[src/rtl/job_pkg.sv]
package job_pkg;
  typedef enum logic [1:0] {
    SRC_NONCE = 2'd0,
    SRC_JOB   = 2'd1,
    SRC_SCAN  = 2'd2
  } rd_src_e;
endpackage

[src/rtl/job_bank.sv]
module job_bank #(
  parameter int WORD_W    = 32,
  parameter int JOB_WORDS = 19,
  parameter int ADDR_W    = 5
) (
  input  logic              clk,
  input  logic              rst,
  input  logic              wr_en,
  input  logic [ADDR_W-1:0] wr_addr,
  input  logic [WORD_W-1:0] wr_data,
  input  logic              swap_req,
  input  logic [ADDR_W-1:0] rd_addr,
  output logic              active,
  output logic [WORD_W-1:0] rd_word
);
  localparam logic [ADDR_W-1:0] LIMIT = ADDR_W'(JOB_WORDS);

  logic [JOB_WORDS-1:0] filled_q;
  logic                 act_q;
  logic                 swap_go;
  logic                 wr_ok;
  logic [ADDR_W-1:0]    rd_idx;
  logic [WORD_W-1:0]    buf_rd [2];

  assign swap_go = swap_req && (&filled_q);
  // a write in the cycle of an accepted swap is discarded
  assign wr_ok   = wr_en && (wr_addr < LIMIT) && !swap_go;
  assign rd_idx  = (rd_addr < LIMIT) ? rd_addr : '0;

  for (genvar b = 0; b < 2; b++) begin : g_buf
    logic [WORD_W-1:0] words [JOB_WORDS];
    always_ff @(posedge clk) begin
      if (rst) begin
        for (int i = 0; i < JOB_WORDS; i++) words[i] <= '0;
      end else if (wr_ok && (act_q != 1'(b))) begin
        words[wr_addr] <= wr_data;
      end
    end
    assign buf_rd[b] = words[rd_idx];
  end

  always_ff @(posedge clk) begin
    if (rst) begin
      act_q    <= 1'b0;
      filled_q <= '0;
    end else if (swap_go) begin
      act_q    <= ~act_q;
      filled_q <= '0;
    end else if (wr_ok) begin
      filled_q[wr_addr] <= 1'b1;
    end
  end

  assign active  = act_q;
  assign rd_word = buf_rd[act_q];

  AST_SWAP_NEEDS_FULL: assert property (@(posedge clk) disable iff (rst)
    (act_q != $past(act_q)) |-> $past(swap_req && (&filled_q)));
  AST_SWAP_TAKES: assert property (@(posedge clk) disable iff (rst)
    (swap_req && (&filled_q)) |=> (act_q != $past(act_q)));
endmodule

[src/rtl/nonce_ring.sv]
module nonce_ring #(
  parameter int WORD_W = 32,
  parameter int DEPTH  = 16,
  parameter int DROP_W = 8,
  parameter int PW     = $clog2(DEPTH)
) (
  input  logic              clk,
  input  logic              rst,
  input  logic              push,
  input  logic [WORD_W-1:0] push_data,
  input  logic              ack,
  input  logic [PW-1:0]     rd_idx,
  output logic [PW-1:0]     wptr,
  output logic [WORD_W-1:0] rd_word,
  output logic [DROP_W-1:0] drop_cnt
);
  localparam int CW = PW + 1;
  localparam logic [CW-1:0] FULL_CNT = CW'(DEPTH);

  logic [WORD_W-1:0] slots [DEPTH];
  logic [PW-1:0]     wptr_q;
  logic [CW-1:0]     count_q;
  logic [DROP_W-1:0] drop_q;
  logic              full, accept, take;

  assign full   = (count_q == FULL_CNT);
  assign accept = push && !full;
  assign take   = ack && (count_q != '0);

  always_ff @(posedge clk) begin
    if (rst) begin
      for (int i = 0; i < DEPTH; i++) slots[i] <= '0;
    end else if (accept) begin
      slots[wptr_q] <= push_data;
    end
  end

  always_ff @(posedge clk) begin
    if (rst) begin
      wptr_q  <= '0;
      count_q <= '0;
      drop_q  <= '0;
    end else begin
      if (accept) wptr_q <= wptr_q + PW'(1);
      count_q <= count_q + CW'(accept) - CW'(take);
      if (push && full) drop_q <= drop_q + DROP_W'(1);
    end
  end

  assign wptr     = wptr_q;
  assign rd_word  = slots[rd_idx];
  assign drop_cnt = drop_q;

  AST_COUNT_BOUND: assert property (@(posedge clk) disable iff (rst)
    count_q <= FULL_CNT);
  AST_DROP_ONLY_FULL: assert property (@(posedge clk) disable iff (rst)
    (drop_q != $past(drop_q)) |-> $past(push && full));
  AST_WPTR_STEP: assert property (@(posedge clk) disable iff (rst)
    (wptr_q != $past(wptr_q)) |-> ($past(push) && wptr_q == $past(wptr_q) + PW'(1)));
endmodule

[src/rtl/job_bank_ctrl.sv]
module job_bank_ctrl #(
  parameter int WORD_W      = 32,
  parameter int JOB_WORDS   = 19,
  parameter int NONCE_DEPTH = 16,
  parameter int DROP_W      = 8,
  parameter int ADDR_W      = $clog2(JOB_WORDS),
  parameter int PW          = $clog2(NONCE_DEPTH)
) (
  input  logic              clk,
  input  logic              rst,
  input  logic              wr_en,
  input  logic [ADDR_W-1:0] wr_addr,
  input  logic [WORD_W-1:0] wr_data,
  input  logic              swap_req,
  input  logic              nonce_valid,
  input  logic [WORD_W-1:0] nonce_data,
  input  logic              nonce_ack,
  input  logic [ADDR_W-1:0] rd_addr,
  input  logic [WORD_W-1:0] scan_in,
  output logic [WORD_W-1:0] rd_data,
  output logic              active_job,
  output logic [PW-1:0]     nonce_wptr,
  output logic [DROP_W-1:0] drop_count
);
  import job_pkg::*;

  localparam logic [ADDR_W-1:0] NONCE_LIM = ADDR_W'(NONCE_DEPTH);
  localparam logic [ADDR_W-1:0] JOB_LIM   = ADDR_W'(JOB_WORDS);

  logic [WORD_W-1:0] job_word, nonce_word, rd_q;
  rd_src_e           src;

  job_bank #(.WORD_W(WORD_W), .JOB_WORDS(JOB_WORDS), .ADDR_W(ADDR_W)) u_bank (
    .clk(clk), .rst(rst), .wr_en(wr_en), .wr_addr(wr_addr), .wr_data(wr_data),
    .swap_req(swap_req), .rd_addr(rd_addr), .active(active_job), .rd_word(job_word)
  );

  nonce_ring #(.WORD_W(WORD_W), .DEPTH(NONCE_DEPTH), .DROP_W(DROP_W), .PW(PW)) u_ring (
    .clk(clk), .rst(rst), .push(nonce_valid), .push_data(nonce_data), .ack(nonce_ack),
    .rd_idx(rd_addr[PW-1:0]), .wptr(nonce_wptr), .rd_word(nonce_word), .drop_cnt(drop_count)
  );

  always_comb begin
    if (rd_addr < NONCE_LIM)    src = SRC_NONCE;
    else if (rd_addr < JOB_LIM) src = SRC_JOB;
    else                        src = SRC_SCAN;
  end

  always_ff @(posedge clk) begin
    if (rst) begin
      rd_q <= '0;
    end else begin
      unique case (src)
        SRC_NONCE: rd_q <= nonce_word;
        SRC_JOB:   rd_q <= job_word;
        default:   rd_q <= scan_in;
      endcase
    end
  end

  assign rd_data = rd_q;

  AST_SCAN_ROUTE: assert property (@(posedge clk) disable iff (rst)
    ($past(rd_addr) >= JOB_LIM && !$past(rst)) |-> (rd_data == $past(scan_in)));
endmodule

[config.mk]
export PLATFORM = sky130hd
export DESIGN_NAME = job_bank_ctrl
export DESIGN_NICKNAME = d
export VERILOG_FILES = /design/src/rtl/job_pkg.sv /design/src/rtl/job_bank.sv /design/src/rtl/nonce_ring.sv /design/src/rtl/job_bank_ctrl.sv
export SDC_FILE = /design/constraint.sdc
export NUM_CORES = 2
export LEC_CHECK = 0
export ABC_AREA = 0
export BUFFER_PORTS_ARGS = -buffer_cell sky130_fd_sc_hd__buf_4
export CORE_MARGIN = 4
export CORE_UTILIZATION = 52
export DETAILED_ROUTE_END_ITERATION = 7
export GPL_ROUTABILITY_DRIVEN = 1
export PLACE_DENSITY = 0.69
export SLEW_MARGIN = 20
export SYNTH_ARGS = -nofsm -noshare
export SYNTH_HDL_FRONTEND = slang
export SYNTH_SLANG_ARGS = --single-unit
[constraint.sdc]
create_clock -name clk -period 5.85 [get_ports clk]
set_clock_uncertainty 0.05 [all_clocks]
set_input_delay 0.585 -clock clk [delete_from_list [all_inputs] [get_ports clk]]
set_output_delay 0.585 -clock clk [all_outputs]
set_load 0.05 [all_outputs]
==> out/results.txt <==
Worst hold start -> wr_en
Layout cells sized above 1 -> 16.2%
DIE HEIGHT -> 314 µm
Final HPWL DP -> 82.1 mm
Fillers -> 7,148
Fin. max-slew vios -> 0
GP Congestion -> 0.822
Max-capacitance violation count -> 0
Async S/R FF share, synth -> 0%
Max Root-Sink Buffers -> 3
Synth Warn # -> 0
Die area -> 98,600 µm²
DR iter-0 viols -> 3,876
Worst Path Required -> 6.16 ns
Routed Antenna Nets -> 0
Num CTS Buffers -> 114
Worst r2r path cells -> 10
Crit end category -> register
Power density cells -> 320 nW/µm²
Crit path launch type -> register
Slew at the pin closest to its max-slew limit -> 1.17 ns
PortBufs -> 156
Die Wd -> 314 µm
I/O pin total -> 157
Core footprint -> 92,200 µm²
Mean routed wirelength per cell -> 26.4 µm
Min cycle time layout -> 4.02 ns
Gr ovfl total -> 0
Worst Path Arrival -> 4.33 ns
Final wirelength -> 138 mm
Post-CTS Setup Bufs -> 0
Clock Latency Late Sink -> 0.70 ns
Final Non-Filler Cells -> 5,229
NumNets Final -> 4,000
Clk sinks -> 1,114
Pin count of the biggest net entering global routing -> 79
Clock transition at path regs -> 0.06 ns
Setup_tns -> 0 ns
R2r startpoint -> u_ring.count_q[2]$_SDFF_PP0_
Count of cell types in the netlist -> 69
Placement Setup Slack -> 1.89 ns
Vias -> 30,695
CP max FO -> 33
Vias per std cell -> 5.87
Initial antenna violation count -> 13
Post-synth EDFFs -> 981
Top FF cell, synth -> edfxtp_1
Worst Hold Class -> primary input to register
Cells after Synth -> 3,515
Period utilisation layout -> 68.7%
CP Class -> register to register
Multi-input gate area -> 16,200 µm²
Yosys reg bits -> 1,114
First-pass GRT wire length -> 201 mm
Relative slew margins -> 22.2%
Resize count post-CTS -> 0
CTS H-tree depth -> 3
Root Driver -> clkbuf_16
Fmax -> 249 MHz
Hold endpoint -> u_bank.filled_q[3]$_SDFFE_PP0N_
Hold_buf cts -> 0
Gr usage total -> 27.9%
CTS tree -> built
Starting Density -> 52.8%
Syn_area_per_cell -> 13.8 µm²
FP Rows -> 111
Static leakage -> 21.2 nW
Dpl cells -> 5,003
Worst hold path cell count -> 3
R2r setup slk -> 1.83 ns
Worst VDD drop -> 0.000262 V
Vias in the first global route -> 30,274
Final-report hold violation count -> 0
Seq. cell area -> 32,100 µm²
RSZ-0062 raised after global routing -> no
Status -> complete, no violations
Setup slack after layout -> 1.83 ns
Remaining DRCs -> 0
Mapped Area -> 48,700 µm²
Register area share after synthesis -> 66.0%
Area growth, synth to finish -> 14.8%
Worst R2R End -> u_ring.slots[11][19]$_SDFFCE_PN0P_
Initial DRT Pass Iterations -> 5
Setup violators final -> 0
Total power -> 17.9 mW
-- area by class of cell --
class / count / area share [%]
Sequential cell: 1114 / 57.5
Multi-Input combinational cell: 2302 / 29.1
Clock buffer: 174 / 5.89
Timing Repair Buffer: 252 / 3.45
Tap cell: 1243 / 2.78
Clock inverter: 44 / 0.649
Inverter: 92 / 0.618
Antenna cell: 8 / 0.0358
-- critical path: stages (launching register included) --
cell and delay [ns]:
dfxtp_1 0.34, inv_1 0.06, ha_1 0.20, nor4bb_1 0.14, nor2b_1 0.38, nor2b_1 0.51
nand2_1 0.33, nor2_2 0.14, buf_4 0.43, or2_2 0.69, buf_4 0.40
-- cells by family after synthesis --
family	after synthesis	share of synthesized area, %
AOI/OAI and AO/OA	515	7.13
xor gates and xnor gates	12	0.216
adders and majority gates	12	0.324
buffers and inverters	439	3.62
DFF	1114	66.0
muxes	389	11.4
other	1	0.00770
and+or+nand+nor	1033	11.3
-- report_power, final --
| part | internal (mW) | total (mW) | switching [mW] |
|---|---|---|---|
| registers | 9.00 | 9.13 | 0.127 |
| logic | 0.548 | 1.62 | 1.07 |
| clock network | 4.09 | 7.12 | 3.03 |
-- worst max-delay path by stage --
stage | startpoint | to | slack [ns] | cells past startpoint
after floorplan | wr_addr[2] | u_bank.g_buf[1].words[17][0]$_DFFE_PP_ | 2.85 | 9
after global placement | rd_addr[0] | rd_data[14]$_SDFF_PP0_ | 1.91 | 7
after detailed placement | rd_addr[0] | rd_data[14]$_SDFF_PP0_ | 1.89 | 7
after CTS | u_ring.count_q[3]$_SDFF_PP0_ | u_ring.slots[10][12]$_SDFFCE_PN0P_ | 1.90 | 10
after global routing | u_ring.count_q[2]$_SDFF_PP0_ | u_ring.slots[11][19]$_SDFFCE_PN0P_ | 1.74 | 10
final | u_ring.count_q[2]$_SDFF_PP0_ | u_ring.slots[11][19]$_SDFFCE_PN0P_ | 1.83 | 10
-- state kept, by name (all words and copies together) (netlist names) --
signal,count
u_bank.active,1
u_ring.drop_cnt,8
u_ring.slots,512
u_bank.g_buf.words,533
u_ring.count_q,5
u_bank.filled_q,19
u_ring.wptr,4
rd_data,32
-- cells in the mapped netlist, types with 11 or more instances --
cell type,number,share of area (%)
buf_2,62,0.64
clkbuf_1,213,1.6
a21oi_1,144,1.5
nand2_2,18,0.23
inv_1,90,0.69
or2_2,18,0.23
nor3_1,27,0.28
o22ai_1,83,1.1
and2_1,519,6.7
nor2_1,250,1.9
edfxtp_1,981,61
or3_1,15,0.19
o21ai_0,60,0.62
o32ai_1,18,0.32
nand2_1,124,0.96
buf_1,62,0.48
a21o_1,11,0.17
a221oi_1,42,0.76
a211oi_1,30,0.46
dfxtp_1,133,5.5
nand3_1,13,0.13
mux2_2,26,0.60
mux2i_1,232,4.8
ha_1,11,0.28
mux4_2,131,6.1
o221ai_1,44,0.79
-- cells in the final DEF (no fill, tap or decap), types with 11 or more instances in the layout --
| master | n |
|---|---|
| and2_1 | 517 |
| clkbuf_16 | 116 |
| clkinv_2 | 17 |
| clkbuf_1 | 41 |
| mux2i_1 | 232 |
| inv_1 | 89 |
| nand3_1 | 12 |
| nor3_1 | 23 |
| o21ai_0 | 60 |
| nand2_2 | 19 |
| mux2_2 | 26 |
| a21oi_1 | 144 |
| conb_1 | 341 |
| a221oi_1 | 42 |
| nor2_4 | 13 |
| mux4_2 | 131 |
| ha_1 | 11 |
| o22ai_1 | 83 |
| nor2_1 | 235 |
| or2_2 | 18 |
| edfxtp_1 | 981 |
| clkinv_1 | 18 |
| o221ai_1 | 44 |
| buf_4 | 246 |
| dfxtp_1 | 132 |
| clkbuf_8 | 17 |
| a211oi_1 | 30 |
| or3_1 | 15 |
| o32ai_1 | 18 |
| nand2_1 | 122 |
-- layer usage --
metal | part of all wire [%] | vias to the layer above | track usage (%) | routed length, µm
met2 | 47 | 1611 | 44.5 | 64800
met4 | 3.9 | 0 | 10.4 | 5390
met1 | 39 | 15370 | 37.9 | 54400
li1 | - | 13384 | - | -
met5 | 0 | - | 0 | 0
met3 | 9.7 | 330 | 5.97 | 13400
-- metrics by stage --
step                      instance area (µm²)  hold slack (ns)  utilization (%)
final                                   55900           0.0914             60.6
after global routing                    55900           0.0787             60.6
after CTS                               55800           0.0558             60.6
after detailed placement                52200            0.411             56.6
after global placement                  52200            0.400             56.6
after floorplan                         50000            0.386                -
Power figures use the tool's default switching activity.
